===== config.mk =====
export PLATFORM = sky130hd
export DESIGN_NAME = vc_mult
export DESIGN_NICKNAME = d
export VERILOG_FILES = /design/src/rtl/vc_pkg.sv /design/src/rtl/vc_and_array.sv /design/src/rtl/vc_column.sv /design/src/rtl/vc_out_stage.sv /design/src/rtl/vc_mult.sv
export SDC_FILE = /design/constraint.sdc
export NUM_CORES = 1
export LEC_CHECK = 0
export ABC_AREA = 1
export BUFFER_PORTS_ARGS = -buffer_cell sky130_fd_sc_hd__buf_4
export CELL_PAD_IN_SITES_DETAIL_PLACEMENT = 0
export CELL_PAD_IN_SITES_GLOBAL_PLACEMENT = 1
export CORE_MARGIN = 2
export CORE_UTILIZATION = 38
export CTS_CLUSTER_DIAMETER = 120
export DETAILED_ROUTE_END_ITERATION = 7
export PLACE_DENSITY = 0.8
export SYNTH_ARGS = -nofsm -noshare
export SYNTH_HDL_FRONTEND = slang
export SYNTH_SLANG_ARGS = --single-unit

===== constraint.sdc =====
create_clock -name clk -period 8.19 [get_ports clk]
set_input_delay 1.638 -clock clk [delete_from_list [all_inputs] [get_ports clk]]
set_output_delay 1.638 -clock clk [all_outputs]
set_load 0.1 [all_outputs]

===== src/rtl/vc_pkg.sv =====
// Package vc_pkg
// Purpose : shared elaboration-time helpers for the column multiplier.
// Assumes : n >= 2. Column indices run from 0 up to 2n-1.
package vc_pkg;

    // Number of AND terms that fall on diagonal k of an n x n array.
    function automatic int and_count(int k, int n);
        if (k < 0 || k > 2 * n - 2) return 0;
        return (k < n) ? k + 1 : 2 * n - 1 - k;
    endfunction

    // Total bits entering column k: its AND terms plus carries from k-1.
    // A chain reducing m bits to one sum emits floor(m/2) carries.
    function automatic int col_width(int k, int n);
        int m;
        m = 0;
        for (int c = 0; c <= k; c++) begin
            m = and_count(c, n) + m / 2;
        end
        return m;
    endfunction

    // Carries delivered into column k from column k-1.
    function automatic int carry_in_count(int k, int n);
        return col_width(k - 1, n) / 2;
    endfunction

    // One-bit full adder, returns {carry, sum}.
    function automatic logic [1:0] full_add(logic x, logic y, logic z);
        return {(x & y) | (x & z) | (y & z), x ^ y ^ z};
    endfunction

    // One-bit half adder, returns {carry, sum}.
    function automatic logic [1:0] half_add(logic x, logic y);
        return {x & y, x ^ y};
    endfunction

endpackage


===== src/rtl/vc_and_array.sv =====
// Module vc_and_array
// Purpose : forms all WIDTH*WIDTH partial-product bits in parallel.
// Assumes : bit index i*WIDTH+j of pp carries a[i] & b[j].
module vc_and_array #(
    parameter int WIDTH = 8
) (
    input  logic [WIDTH-1:0]       a,
    input  logic [WIDTH-1:0]       b,
    output logic [WIDTH*WIDTH-1:0] pp
);
    localparam int PP_W = WIDTH * WIDTH;

    // One AND gate for each operand bit pair.
    for (genvar gi = 0; gi < WIDTH; gi++) begin : g_row
        for (genvar gj = 0; gj < WIDTH; gj++) begin : g_col
            assign pp[gi*WIDTH + gj] = a[gi] & b[gj];
        end
    end

    // Check that the flattened plane has the expected size.
    initial begin
        assert (PP_W == $bits(pp)) else $error("pp width mismatch");
    end
endmodule


===== src/rtl/vc_column.sv =====
// Module vc_column
// Purpose : sums one crosswise column (i+j == COL) plus the incoming
//           carries, using a chain of full adders and at most one half
//           adder. Returns the column sum bit and the outgoing carries.
// Assumes : cin holds carry_in_count(COL) valid bits at the bottom and
//           zeros above them. cout is packed the same way.
module vc_column #(
    parameter int WIDTH = 8,
    parameter int COL   = 0
) (
    input  logic [WIDTH*WIDTH-1:0] pp,
    input  logic [2*WIDTH-1:0]     cin,
    output logic                   sum,
    output logic [2*WIDTH-1:0]     cout
);
    import vc_pkg::*;

    localparam int MAXW   = 2 * WIDTH;
    localparam int N_AND  = and_count(COL, WIDTH);
    localparam int N_CIN  = carry_in_count(COL, WIDTH);
    localparam int N_BITS = col_width(COL, WIDTH);

    logic [MAXW-1:0] bits;
    logic            unused_inputs;

    // Gather the diagonal's AND terms, then the arriving carries, into one vector.
    always_comb begin
        int pos;
        bits = '0;
        pos  = 0;
        for (int i = 0; i < WIDTH; i++) begin
            if (COL - i >= 0 && COL - i < WIDTH) begin
                bits[pos] = pp[i*WIDTH + (COL - i)];
                pos = pos + 1;
            end
        end
        for (int t = 0; t < MAXW; t++) begin
            if (t < N_CIN) bits[N_AND + t] = cin[t];
        end
    end

    // Reduce the column with a full-adder chain; each adder emits one carry.
    always_comb begin
        logic       acc;
        logic [1:0] fa;
        acc  = bits[0];
        cout = '0;
        for (int i = 1; i < MAXW; i += 2) begin
            if (i + 1 < N_BITS) begin
                fa = full_add(acc, bits[i], bits[i+1]);
                acc = fa[0];
                cout[(i-1)/2] = fa[1];
            end else if (i < N_BITS) begin
                fa = half_add(acc, bits[i]);
                acc = fa[0];
                cout[(i-1)/2] = fa[1];
            end
        end
        sum = acc;
    end

    // Only one diagonal of pp reaches this column.
    assign unused_inputs = ^{pp, cin};

    // The gathered bits must fit the packed vector.
    initial begin
        assert (N_BITS <= MAXW && N_AND + N_CIN == N_BITS)
            else $error("column %0d sizing", COL);
    end
endmodule


===== src/rtl/vc_out_stage.sv =====
// Module vc_out_stage
// Purpose : optional output register for product and valid flag.
// Assumes : with REG=1 it loads every cycle and resets synchronously
//           on active-low rst_n. With REG=0 it is plain wiring.
module vc_out_stage #(
    parameter int W   = 16,
    parameter bit REG = 1'b1
) (
    input  logic         clk,
    input  logic         rst_n,
    input  logic         in_valid,
    input  logic [W-1:0] d,
    output logic         out_valid,
    output logic [W-1:0] q
);
    if (REG) begin : g_reg
        // Register product and valid, cleared by synchronous reset.
        always_ff @(posedge clk) begin
            if (!rst_n) begin
                out_valid <= 1'b0;
                q         <= '0;
            end else begin
                out_valid <= in_valid;
                q         <= d;
            end
        end

        // The valid flag trails the input flag by exactly one cycle.
        assert_valid_follow_R6: assert property (@(posedge clk) disable iff (!rst_n)
            $past(rst_n) |-> (out_valid == $past(in_valid)))
            else $error("out_valid does not follow in_valid");

        // The first edge after reset release shows the cleared register.
        assert_reset_clear_R7: assert property (@(posedge clk) disable iff (!rst_n)
            $rose(rst_n) |-> (!out_valid && q == '0))
            else $error("output stage not cleared by reset");
    end else begin : g_pass
        logic unused_clk;

        // Pass straight through.
        assign out_valid  = in_valid;
        assign q          = d;
        assign unused_clk = clk ^ rst_n;
    end
endmodule


===== src/rtl/vc_mult.sv =====
// Module vc_mult
// Purpose : unsigned WIDTH x WIDTH multiplier. An AND plane feeds
//           2*WIDTH column adders that ripple their carries upward. The
//           product can be sent out through a register stage.
// Assumes : inputs are settled at the rising edge when REGISTER_OUT=1.
module vc_mult #(
    parameter int WIDTH        = 8,
    parameter bit REGISTER_OUT = 1'b1
) (
    input  logic               clk,
    input  logic               rst_n,
    input  logic               in_valid,
    input  logic [WIDTH-1:0]   op_a,
    input  logic [WIDTH-1:0]   op_b,
    output logic               out_valid,
    output logic [2*WIDTH-1:0] product
);
    localparam int PW   = 2 * WIDTH;
    localparam int PP_W = WIDTH * WIDTH;

    logic [PP_W-1:0] pp;
    logic [PW-1:0]   col_sum;
    logic [PW-1:0]   carry_chain [PW+1];
    logic            unused_top_carry;

    vc_and_array #(.WIDTH(WIDTH)) u_and (
        .a  (op_a),
        .b  (op_b),
        .pp (pp)
    );

    assign carry_chain[0] = '0;

    // One column adder per product bit, each fed by the carries of the column below.
    for (genvar gk = 0; gk < PW; gk++) begin : g_colsum
        vc_column #(.WIDTH(WIDTH), .COL(gk)) u_col (
            .pp   (pp),
            .cin  (carry_chain[gk]),
            .sum  (col_sum[gk]),
            .cout (carry_chain[gk+1])
        );
    end

    // The top column's own carries lie beyond the product width and are dropped.
    assign unused_top_carry = ^carry_chain[PW];

    vc_out_stage #(.W(PW), .REG(REGISTER_OUT)) u_out (
        .clk       (clk),
        .rst_n     (rst_n),
        .in_valid  (in_valid),
        .d         (col_sum),
        .out_valid (out_valid),
        .q         (product)
    );

    // The dropped carries are always zero, so nothing is lost by discarding them.
    assert_top_carry_zero_R4: assert property (@(posedge clk) disable iff (!rst_n)
        carry_chain[PW] == '0)
        else $error("carry escaped the top column");

    if (REGISTER_OUT) begin : g_chk_reg
        // The registered product matches the operands of the previous edge.
        assert_product_R1: assert property (@(posedge clk) disable iff (!rst_n)
            $past(rst_n) |-> (product == PW'($past(op_a)) * PW'($past(op_b))))
            else $error("registered product wrong");

        // Bit 0 of the product is the lone AND term of column 0.
        assert_lsb_R2: assert property (@(posedge clk) disable iff (!rst_n)
            $past(rst_n) |-> (product[0] == ($past(op_a[0]) & $past(op_b[0]))))
            else $error("product lsb wrong");
    end else begin : g_chk_comb
        // The combinational product matches the present operands.
        assert_product_R8: assert property (@(posedge clk) disable iff (!rst_n)
            (product == PW'(op_a) * PW'(op_b)) && (out_valid == in_valid))
            else $error("combinational product wrong");

        // A zero operand gives a zero product.
        assert_zero_R3: assert property (@(posedge clk) disable iff (!rst_n)
            (op_a == '0 || op_b == '0) |-> (product == '0))
            else $error("zero operand gave nonzero product");
    end
endmodule


Word-level counts from Yosys, hierarchy flattened
Index checks and enable logic that the tools add are counted.
- output and inout port bits: 17
- register bits: 17
- word-level logic and storage cells: 418
- bits of input ports: 19
- bitwise gates (word level): 416
- operators by type and width (operator ; number):
    1-bit bitwise AND ; 216
    1-bit bitwise XOR ; 104
    1-bit bitwise OR ; 96

Depth between registers and ports, before layout
Gate-level depths: netlist of run 1.
- word-level depth: 40
- mapped depth: 23
- gate-level depth less buffers: 22

By module
A second synthesis of run 1 with hierarchy kept.
- cell total of the unflattened synthesis: 555
- area, all modules: 4010.1 um^2
- modules (own cells, without submodules) (module ; seq. area each (um^2) ; area each (um^2) ; cells an instance ; times used):
    vc_and_array ; 0.0 ; 560.5 ; 144 ; 1
    vc_out_stage ; 340.3 ; 496.7 ; 53 ; 1
    vc_column (g_colsum[7].u_col ...) ; 0.0 ; 222.7 ; 22 ; 2
    vc_column (g_colsum[0].u_col ...) ; 0.0 ; 131.4 ; 18 ; 2
    vc_column (g_colsum[9].u_col) ; 0.0 ; 236.5 ; 27 ; 1
    vc_column (g_colsum[10].u_col) ; 0.0 ; 224.0 ; 27 ; 1
    vc_column (g_colsum[11].u_col) ; 0.0 ; 211.5 ; 27 ; 1
    vc_column (g_colsum[6].u_col) ; 0.0 ; 210.2 ; 22 ; 1
    vc_column (g_colsum[12].u_col) ; 0.0 ; 198.9 ; 27 ; 1
    vc_column (g_colsum[5].u_col) ; 0.0 ; 197.7 ; 22 ; 1
    vc_column (g_colsum[4].u_col) ; 0.0 ; 185.2 ; 22 ; 1
    vc_column (g_colsum[13].u_col) ; 0.0 ; 178.9 ; 25 ; 1
    vc_column (g_colsum[3].u_col) ; 0.0 ; 172.7 ; 22 ; 1
    vc_column (g_colsum[2].u_col) ; 0.0 ; 160.2 ; 22 ; 1
    3 more rows ; - ; - ; - ; -

Worst setup path after synthesis of run 1
OpenSTA, ideal clock, no wires.
- path kind: input to register
- from: input op_a[0]
- to: register u_out.q[14]
- path buffers: 1
- slack: 404 ps
- library setup time: 109 ps
- stages: 23
- arrival: 7677 ps
- data required time: 8081 ps
- cells stage by stage: buf_2 -> nand2_1 -> inv_1 -> fa_1 -> inv_1 -> fa_1 -> fa_1 -> fa_1 -> fa_1 -> inv_1 -> fa_1 -> fa_1 -> ha_1 -> inv_1 -> fa_1 -> fa_1 -> inv_1 -> fa_1 -> fa_1 -> fa_1 -> fa_1 -> nand2_1 -> inv_1
- cells in the longest elaborated chain, start to end: 38
- elaborated cells on any way between the ends: 201
- classes of those cells: 201 x bitwise
- RTL lines (item ; RTL line ; source):
    start: declaration ; vc_mult.sv:13 ; input logic [WIDTH-1:0] op_a,
    1-bit bitwise AND ; vc_and_array.sv:16 ; assign pp[gi*WIDTH + gj] = a[gi] & b[gj];
    1-bit bitwise AND (on tied branches) ; - ;
    1-bit bitwise OR (2 in a row) ; vc_pkg.sv:30 ; return {(x & y) | (x & z) | (y & z), x ^ y ^ z};
    1-bit bitwise AND ; vc_pkg.sv:30 ;
    1-bit bitwise OR (2 in a row) ; vc_pkg.sv:30 ;
    1-bit bitwise AND ; vc_pkg.sv:30 ;
    1-bit bitwise OR (2 in a row) ; vc_pkg.sv:30 ;
    1-bit bitwise AND ; vc_pkg.sv:30 ;
    [20 not listed] ; - ;
    1-bit bitwise AND ; vc_pkg.sv:30 ;
    1-bit bitwise OR ; vc_pkg.sv:30 ;
    1-bit bitwise OR * ; vc_pkg.sv:30 ;
    1-bit bitwise AND ; vc_pkg.sv:30 ;
    1-bit bitwise OR ; vc_pkg.sv:30 ;
    1-bit bitwise OR * ; vc_pkg.sv:30 ;
    1-bit bitwise XOR * ; vc_pkg.sv:30 ;
    net g_colsum[14].u_col.sum ; vc_column.sv:13 ; output logic sum,
    end signal: assignment ; vc_out_stage.sv:21 ; q <= '0;
    end signal: assignment ; vc_out_stage.sv:24 ; q <= d;
    end: declaration ; vc_out_stage.sv:14 ; output logic [W-1:0] q
Mark *: on every way through the listed nets, which the timed path passes. The rest lies on a longest branch.
A chain may end at the register's enable or synchronous reset.

Worst setup path in the final report of run 1
Ends and elaborated chain as after synthesis.

==> results.cfg, run 1 <==
[status]
status = finished, final reports clean

[clock_tree]
cts-root-buf = clkbuf_8
cts_sinks = 17
cts_made_buffers = 3
clk_transition_reported_paths_ns = 0.06
clockBufferDepth = 2
hold_buffers = 0
cts_resized = 0
cts_tree = yes
cts_setup_buffers = 0
htreeDepth = 1

[critical_path]
slowest_stage = fa_1
path_delay_family = adder cells
critical_path_class = input pin to flip-flop
cp_cell_sequence = buf_4 > nand2_1 > inv_1 > fa_1 > inv_1 > fa_1 > fa_1 > fa_1 > fa_1 > inv_1 > fa_1 > fa_1 > ha_1 > inv_1 > fa_1 > fa_1 > inv_1 > fa_1 > fa_1 > fa_1 > fa_1 > nand2_1 > inv_1
crit_path_end_kind = flip-flop
crit_top_cell = fa_1
arrival_ns = 7.84
startpoint_type = input pin
worst-path-buf-inv = 7
path_max_fanout = 8
crit_required_ns = 8.34
crit_path_max_incr_delay_ns = 0.55

[synth]
synth_mux_area_frac = 0
synth_area_um2 = 2100
synth_xor_area_frac = 0
avgSynthCellArea_um2 = 8.35
synth_compound_area_frac = 0
synth_top_family_by_area = adder cells
synth_cell_types = 8
synth_fa_ha_area_frac = 0.506
synth_warnings = 0
ys_ff_latch = 17
postSynthNetCount = 326
ys_seq_area_frac = 0.162
postSynthCellCount = 251
yosys.area_share.simple = 0.145

[global_routing]
grt_overflow = 0
grt_pass1_vias = 1625
grtUsageTotal = 0.142
antenna_found_initial = 0
grt_start_max_net_pins = 16
grt_pass1_wl_um = 6790

[sta]
fin_tns_setup_ns = 0
slew_violations = 0
fmax_mhz = 130
holdWs_ns = 1.57
slew_headroom = 0.813
min_period_over_period = 0.939
fin_crit_ns = 7.69
hold_viol = 0
rsz0062_at_grt = false
setup_viol = 0
worst_slew_pin_slew_ns = 0.282

[run]
maxCapViolCount = 0

[power]
leakagePower_nw = 1.49
switchingPower_mw = 0.341
finalPower_mw = 0.617
swShare = 0.552
p_comb_frac = 0.720
seqPwrFrac = 0.184
internal-power_mw = 0.276
ir_drop_uv = 192
power_frac_clock = 0.096
power.density_nw_per_um2 = 257

[place]
gp_congestion = 0.807
dp_hpwl_um = 3270
io_buffer_count = 35

[drt]
drc = 0
drt_iter0_markers = 69
drt-wirelength-per-cell_um = 10.8
vias = 1533
drt-total-wl_um = 3740
drt-pass1-iter-count = 4
antenna_left = 0
viasPerCell = 4.44

[floorplan]
die_h_um = 78.3
die_x_um = 78.3
num_rows = 27
ioPinCount = 36
dieArea_um2 = 6130
coreArea_um2 = 5410
initial_core_util = 0.388

[cells_and_area]
layout-drive-gt1-share = 0.143
n_antenna_cell = 0
syn_to_final_growth_pct = 14.7
final_nets = 349
nFillCells = 588

[worst_hold_path]
hold_path.class = input pin to flip-flop
[worst paths after layout]
check	from	endpoint	slack, ns	cells after the start
min	in_valid	u_out.out_valid	1.57	3
max	op_a[0]	u_out.q[14]	0.50	23
[logic make-up (layout without fill, tap and decap cells)]
group                    after synthesis  after routing
buffers and inverters                 97            119
AND/OR/NAND/NOR                       81             81
flip-flops                            17             17
adder cells (fa/ha/maj)               56             56
[power by group through the flow]
stage          Clock [mW]  Sequential (mW)  Combinational (mW)
6_report           0.0596            0.113               0.444
4_1_cts            0.0635            0.114               0.457
2_1_floorplan           0            0.285               0.195
5_1_grt            0.0695            0.116               0.503
3_5_place_dp            0            0.116               0.457
3_3_place_gp            0            0.116               0.452
[synth_stat cells, drive strengths merged]
cell	instances	area, um2
inv	80	300
nand2	78	293
fa	48	961
buf	17	91.3
dfxtp	17	340
ha	8	100
nor2	3	11.3
[routing by layer]
layer  share of wire  global-route usage  up-vias
li1                -                   -      707
met3           0.051              0.0322        2
met2            0.55               0.277       35
met5               0                   0        -
met1            0.39               0.163      789
met4          0.0019              0.0158        0
[stage by stage]
step                      worst slack (ns)  instance area, um2  std cells  utilization
after floorplan                      0.404                2100        251            -
after global placement               0.283                2360        341        0.436
after detailed placement             0.192                2360        341        0.436
after CTS                            0.453                2400        345        0.445
after global routing                 0.230                2400        345        0.445
final                                0.504                2400        345        0.445
[registers in the layout, summed over array words and instances, names as in the netlist]
name / flops
u_out.q: 16
u_out.out_valid: 1
[cell type report]
class,instances,area (um2),area share
flip-flops and latches,17,340,0.142
multi-input cells,137,1370,0.568
well taps,72,90.1,0.0375
repair buffers,35,263,0.109
clock inverters,1,5.00,0.00208
clock buffers,3,41.3,0.0172
inverters,80,300,0.125
[cells in the final DEF (no fill, tap or decap)]
master	Yosys	final
clkinv_2	0	1
fa_1	48	48
nand2_1	78	78
buf_4	0	35
ha_1	8	8
clkbuf_8	0	3
nor2_1	3	3
inv_1	80	80
dfxtp_1	17	17
No activity file was read; power rests on OpenSTA's default activity.
==> inputs of run 2 (changes only) <==
--- a/config.mk
+++ b/config.mk
@@ -10,10 +10,11 @@
 export CELL_PAD_IN_SITES_DETAIL_PLACEMENT = 0
 export CELL_PAD_IN_SITES_GLOBAL_PLACEMENT = 1
 export CORE_MARGIN = 2
-export CORE_UTILIZATION = 38
+export CORE_UTILIZATION = 41
 export CTS_CLUSTER_DIAMETER = 120
 export DETAILED_ROUTE_END_ITERATION = 7
-export PLACE_DENSITY = 0.8
+export PLACE_DENSITY = 0.83
 export SYNTH_ARGS = -nofsm -noshare
 export SYNTH_HDL_FRONTEND = slang
+export SYNTH_HIERARCHICAL = 1
 export SYNTH_SLANG_ARGS = --single-unit
==> run 2 against run 1 <==
- fmax fell by 2.7%
- synthesized cell count rose by 35%
- combinational power rose by 7.2%
==> results.cfg, run 2 <==
[drt]
viasPerCell = 3.93
drt-pass1-iter-count = 4
drt-wirelength-per-cell_um = 9.04
drt-total-wl_um = 3990
drc = 0
antenna_left = 0
drt_iter0_markers = 47
vias = 1739

[sta]
rsz0062_at_grt = false
hold_viol = 0
slew_headroom = 0.814
worst_slew_pin_slew_ns = 0.282
min_period_over_period = 0.964
final.setup.worst_slack_ns = 0.294
setup_viol = 0
slew_violations = 0
fmax_mhz = 127
fin_crit_ns = 7.90

[clock_tree]
htreeDepth = 1
clockBufferDepth = 2
cts_made_buffers = 3
cts_sinks = 17
cts_tree = yes
cts-root-buf = clkbuf_8
clk_transition_reported_paths_ns = 0.06

[status]
status = finished, final reports clean

[cells_and_area]
regArea_um2 = 340
regMostFlops = u_out/q
layout-drive-gt1-share = 0.169
syn_to_final_growth_pct = 16.0
nFillCells = 592
final_common_cell = inv_1
fin_util = 0.485
most-common-layout-cells = inv_1, nand2_1, fa_1, buf_4, dfxtp_1
final_nets = 443
largest_register_ffs = 16
reg.largest.list = u_out/q (16), u_out/out_valid (1)
n_antenna_cell = 0
multi_input_area_um2 = 1390

[synth]
postSynthNetCount = 413
synth_area_um2 = 2440
synth_warnings = 6
postSynthCellCount = 338
avgSynthCellArea_um2 = 7.23

[floorplan]
ioPinCount = 36
die_x_um = 81.2
coreArea_um2 = 5850
initial_core_util = 0.418
num_rows = 28
die_h_um = 81.2
dieArea_um2 = 6600

[global_routing]
grt_pass1_vias = 1812
grt_overflow = 0
grt_start_max_net_pins = 18
antenna_found_initial = 0
grtUsageTotal = 0.142
grt_pass1_wl_um = 7380

[critical_path]
crit_path_max_incr_delay_ns = 0.54
crit_path_end_kind = flip-flop
arrival_ns = 8.04
crit_required_ns = 8.33
crit_top_cell = inv_1
startpoint_type = input pin
critical_path_class = input pin to flip-flop
path_max_fanout = 4
slowest_stage = fa_1

[run]
maxCapViolCount = 0

[power]
power.density_nw_per_um2 = 229
ir_drop_uv = 232
finalPower_mw = 0.649
leakagePower_nw = 2.01

[place]
place_ws_ns = -0.188
dp_hpwl_um = 3530
gp_congestion = 0.777
io_buffer_count = 35

[worst_hold_path]
hold_path.class = input pin to flip-flop
[run 2: repair_timing]
action / in CTS / in global routing
setup buffers: 0 / 3
setup endpoints to repair: 0 / 2
resized for setup: 0 / 11
hold buffers: 0 / 0
[run 2: path summary, 6_finish.rpt]
check,endpoint,start,depth (start not counted),slack (ns)
setup / recovery,u_out/q[14],op_a[2],32,0.29
hold / removal,u_out/out_valid,in_valid,3,1.58
[run 2: worst max-delay path, delay by kind of cell]
family	cells	cell delay (ns)
buffers and inverters	16	0.84
AND/OR/NAND/NOR	2	0.10
adder cells (fa/ha/maj)	14	5.46
[run 2: cell type report]
| class | count | area share |
|---|---|---|
| well taps | 75 | 0.0331 |
| flip-flops and latches | 17 | 0.120 |
| inverters | 164 | 0.217 |
| multi-input cells | 137 | 0.489 |
| repair buffers | 45 | 0.124 |
| clock buffers | 4 | 0.0159 |
[run 2: where the power goes]
group	switching, mW	internal (mW)	total (mW)
clock	0.0252	0.0344	0.0596
combinational	0.327	0.149	0.476
sequential	0.00580	0.108	0.114
total	0.358	0.291	0.649
[run 2: layer usage]
metal  GRT usage  vias up  routed length (um)
met4     0.00508        0                   0
met1       0.167      822                1760
met5           0        -                   0
met3      0.0233        0                 100
li1            -      895                   -
met2       0.282       22                2130
[run 2: through the flow]
| stage | instances | TNS, ns | cell area, um2 | hold slack, ns |
|---|---|---|---|---|
| CTS | 439 | 0 | 2790 | 1.57 |
| floorplan | 338 | 0 | 2470 | 1.74 |
| finish | 442 | 0 | 2840 | 1.58 |
| detailed placement | 435 | -0.188 | 2750 | 1.83 |
| global route | 442 | 0 | 2840 | 1.58 |
| global placement | 435 | -0.0935 | 2750 | 1.82 |
==> inputs of run 3 (changes only) <==
--- a/config.mk
+++ b/config.mk
@@ -5,15 +5,14 @@
 export SDC_FILE = /design/constraint.sdc
 export NUM_CORES = 1
 export LEC_CHECK = 0
-export ABC_AREA = 1
 export BUFFER_PORTS_ARGS = -buffer_cell sky130_fd_sc_hd__buf_4
 export CELL_PAD_IN_SITES_DETAIL_PLACEMENT = 0
 export CELL_PAD_IN_SITES_GLOBAL_PLACEMENT = 1
 export CORE_MARGIN = 2
-export CORE_UTILIZATION = 41
+export CORE_UTILIZATION = 42
 export CTS_CLUSTER_DIAMETER = 120
 export DETAILED_ROUTE_END_ITERATION = 7
-export PLACE_DENSITY = 0.83
+export PLACE_DENSITY = 0.82
 export SYNTH_ARGS = -nofsm -noshare
 export SYNTH_HDL_FRONTEND = slang
 export SYNTH_HIERARCHICAL = 1
==> run 3 against run 2 <==
- clock power fell by 1%
- setup slack got worse by 0.033 ns
- clock-buffer cell count did not move
- largest power group unchanged
- critical endpoint unchanged
- highest routed layer is now met4
==> results.cfg, run 3 <==
[clock_tree]
cts_sinks = 17
cts-root-buf = clkbuf_8
cts_made_buffers = 3
htreeDepth = 1
clockBufferDepth = 2
cts_tree = yes
cts_setup_buffers = 0
clk_transition_reported_paths_ns = 0.06

[cells_and_area]
n_antenna_cell = 0
largest_register_ffs = 16
most-common-layout-cells = inv_1, and2_1, buf_4
final_nets = 363
layout-drive-gt1-share = 0.272
nFillCells = 513
syn_to_final_growth_pct = 21.7
reg.largest.list = u_out/q (16), u_out/out_valid (1)
regMostFlops = u_out/q
final_common_cell = inv_1
final_cells = 357
fin_util = 0.536

[floorplan]
coreArea_um2 = 5140
dieArea_um2 = 5990
initial_core_util = 0.440
num_rows = 26
ioPinCount = 36
die_x_um = 77.4
die_h_um = 77.4

[drt]
drt-wirelength-per-cell_um = 10.5
drt_iter0_markers = 27
drt-pass1-iter-count = 2
dr_wl_met3_um = 110
vias = 1521
drt-total-wl_um = 3760
wl_met2_um = 2100
wl_met1_um = 1530
viasPerCell = 4.26
drc = 0
antenna_left = 0
top_layer = met4

[global_routing]
grtUsageTotal = 0.151
grt_pass1_vias = 1743
antenna_found_initial = 0
grt_pass1_wl_um = 7300
grt_start_max_net_pins = 18
grt_overflow = 0

[sta]
fmax_mhz = 126
min_period_over_period = 0.968
setup_viol = 0
rsz0062_at_grt = false
slew_headroom = 0.813
worst_slew_pin_slew_ns = 0.283
hold_viol = 0
fin_crit_ns = 7.93
slew_violations = 0
final.setup.worst_slack_ns = 0.261

[worst_hold_path]
hold_end = u_out/out_valid
min_from = in_valid
min_path_cells = 2
hold_path.class = input pin to flip-flop

[place]
io_buffer_count = 35
gp_congestion = 0.789
dp.cells = 353
place_ws_ns = -0.288
dp_hpwl_um = 3440

[synth]
synth_area_um2 = 2260
postSynthNetCount = 315
postSynthCellCount = 240
synth_warnings = 6
avgSynthCellArea_um2 = 9.43

[power]
finalPower_mw = 0.642
power.density_nw_per_um2 = 233
ir_drop_uv = 178
leakagePower_nw = 1.43

[critical_path]
crit_start = op_a[2]
crit_path_end_kind = flip-flop
slowest_stage = fa_1
path_max_fanout = 6
critical_path_class = input pin to flip-flop
crit_path_max_incr_delay_ns = 0.52
startpoint_type = input pin
arrival_ns = 8.07
crit_required_ns = 8.33

[status]
status = finished, final reports clean

[run]
maxCapViolCount = 0
## run 3: critical path, delay by kind of cell
kind | cells | cell delay (ns)
fa+ha+maj | 14 | 5.51
buf+inv | 13 | 0.66
simple gates | 2 | 0.27
## run 3: timing repair
action                                 4_1_cts  5_1_grt
cloned                                       0        0
gates resized for setup                      6       14
pin swaps                                    8       13
setup endpoints to repair                    1        2
hold buffers                                 0        0
endpoints found under the hold margin        0        0
## run 3: final cells by class
type	instances	area (um2)	share of cell area
multi-input combinational	137	1610	0.584
tap	70	87.6	0.0318
clock buffer	4	45.0	0.0164
sequential	17	340	0.124
inverter	83	312	0.113
timing repair buffer	46	360	0.131
## run 3: report_power, final
part	switching (mW)	internal, mW	leakage, nW
logic	0.309	0.160	1.27
registers	0.00580	0.108	0.141
clock network	0.0245	0.0344	0.0228
## run 3: metal layers
layer | vias to the layer above | track usage
met2 | 23 | 0.303
met3 | 4 | 0.0256
met4 | 0 | 0.0214
met1 | 758 | 0.167
li1 | 736 | -
met5 | - | 0
## run 3: worst max-delay path by stage
stage	cells past startpoint	slack [ns]	end
6_report	29	0.26	u_out/q[14]
5_1_grt	29	0.03	u_out/q[14]
4_1_cts	29	0.007	u_out/q[14]
3_5_place_dp	29	-0.29	u_out/q[14]
3_3_place_gp	29	-0.18	u_out/q[14]
2_1_floorplan	28	0.02	u_out/q[14]
## run 3: per-stage QoR
| step | TNS, ns | cell area, um2 | hold slack, ns |
|---|---|---|---|
| detailed placement | -0.288 | 2670 | 1.86 |
| global route | 0 | 2750 | 1.62 |
| CTS | 0 | 2730 | 1.61 |
| finish | 0 | 2750 | 1.61 |
| floorplan | 0 | 2260 | 1.77 |
| global placement | -0.181 | 2670 | 1.86 |
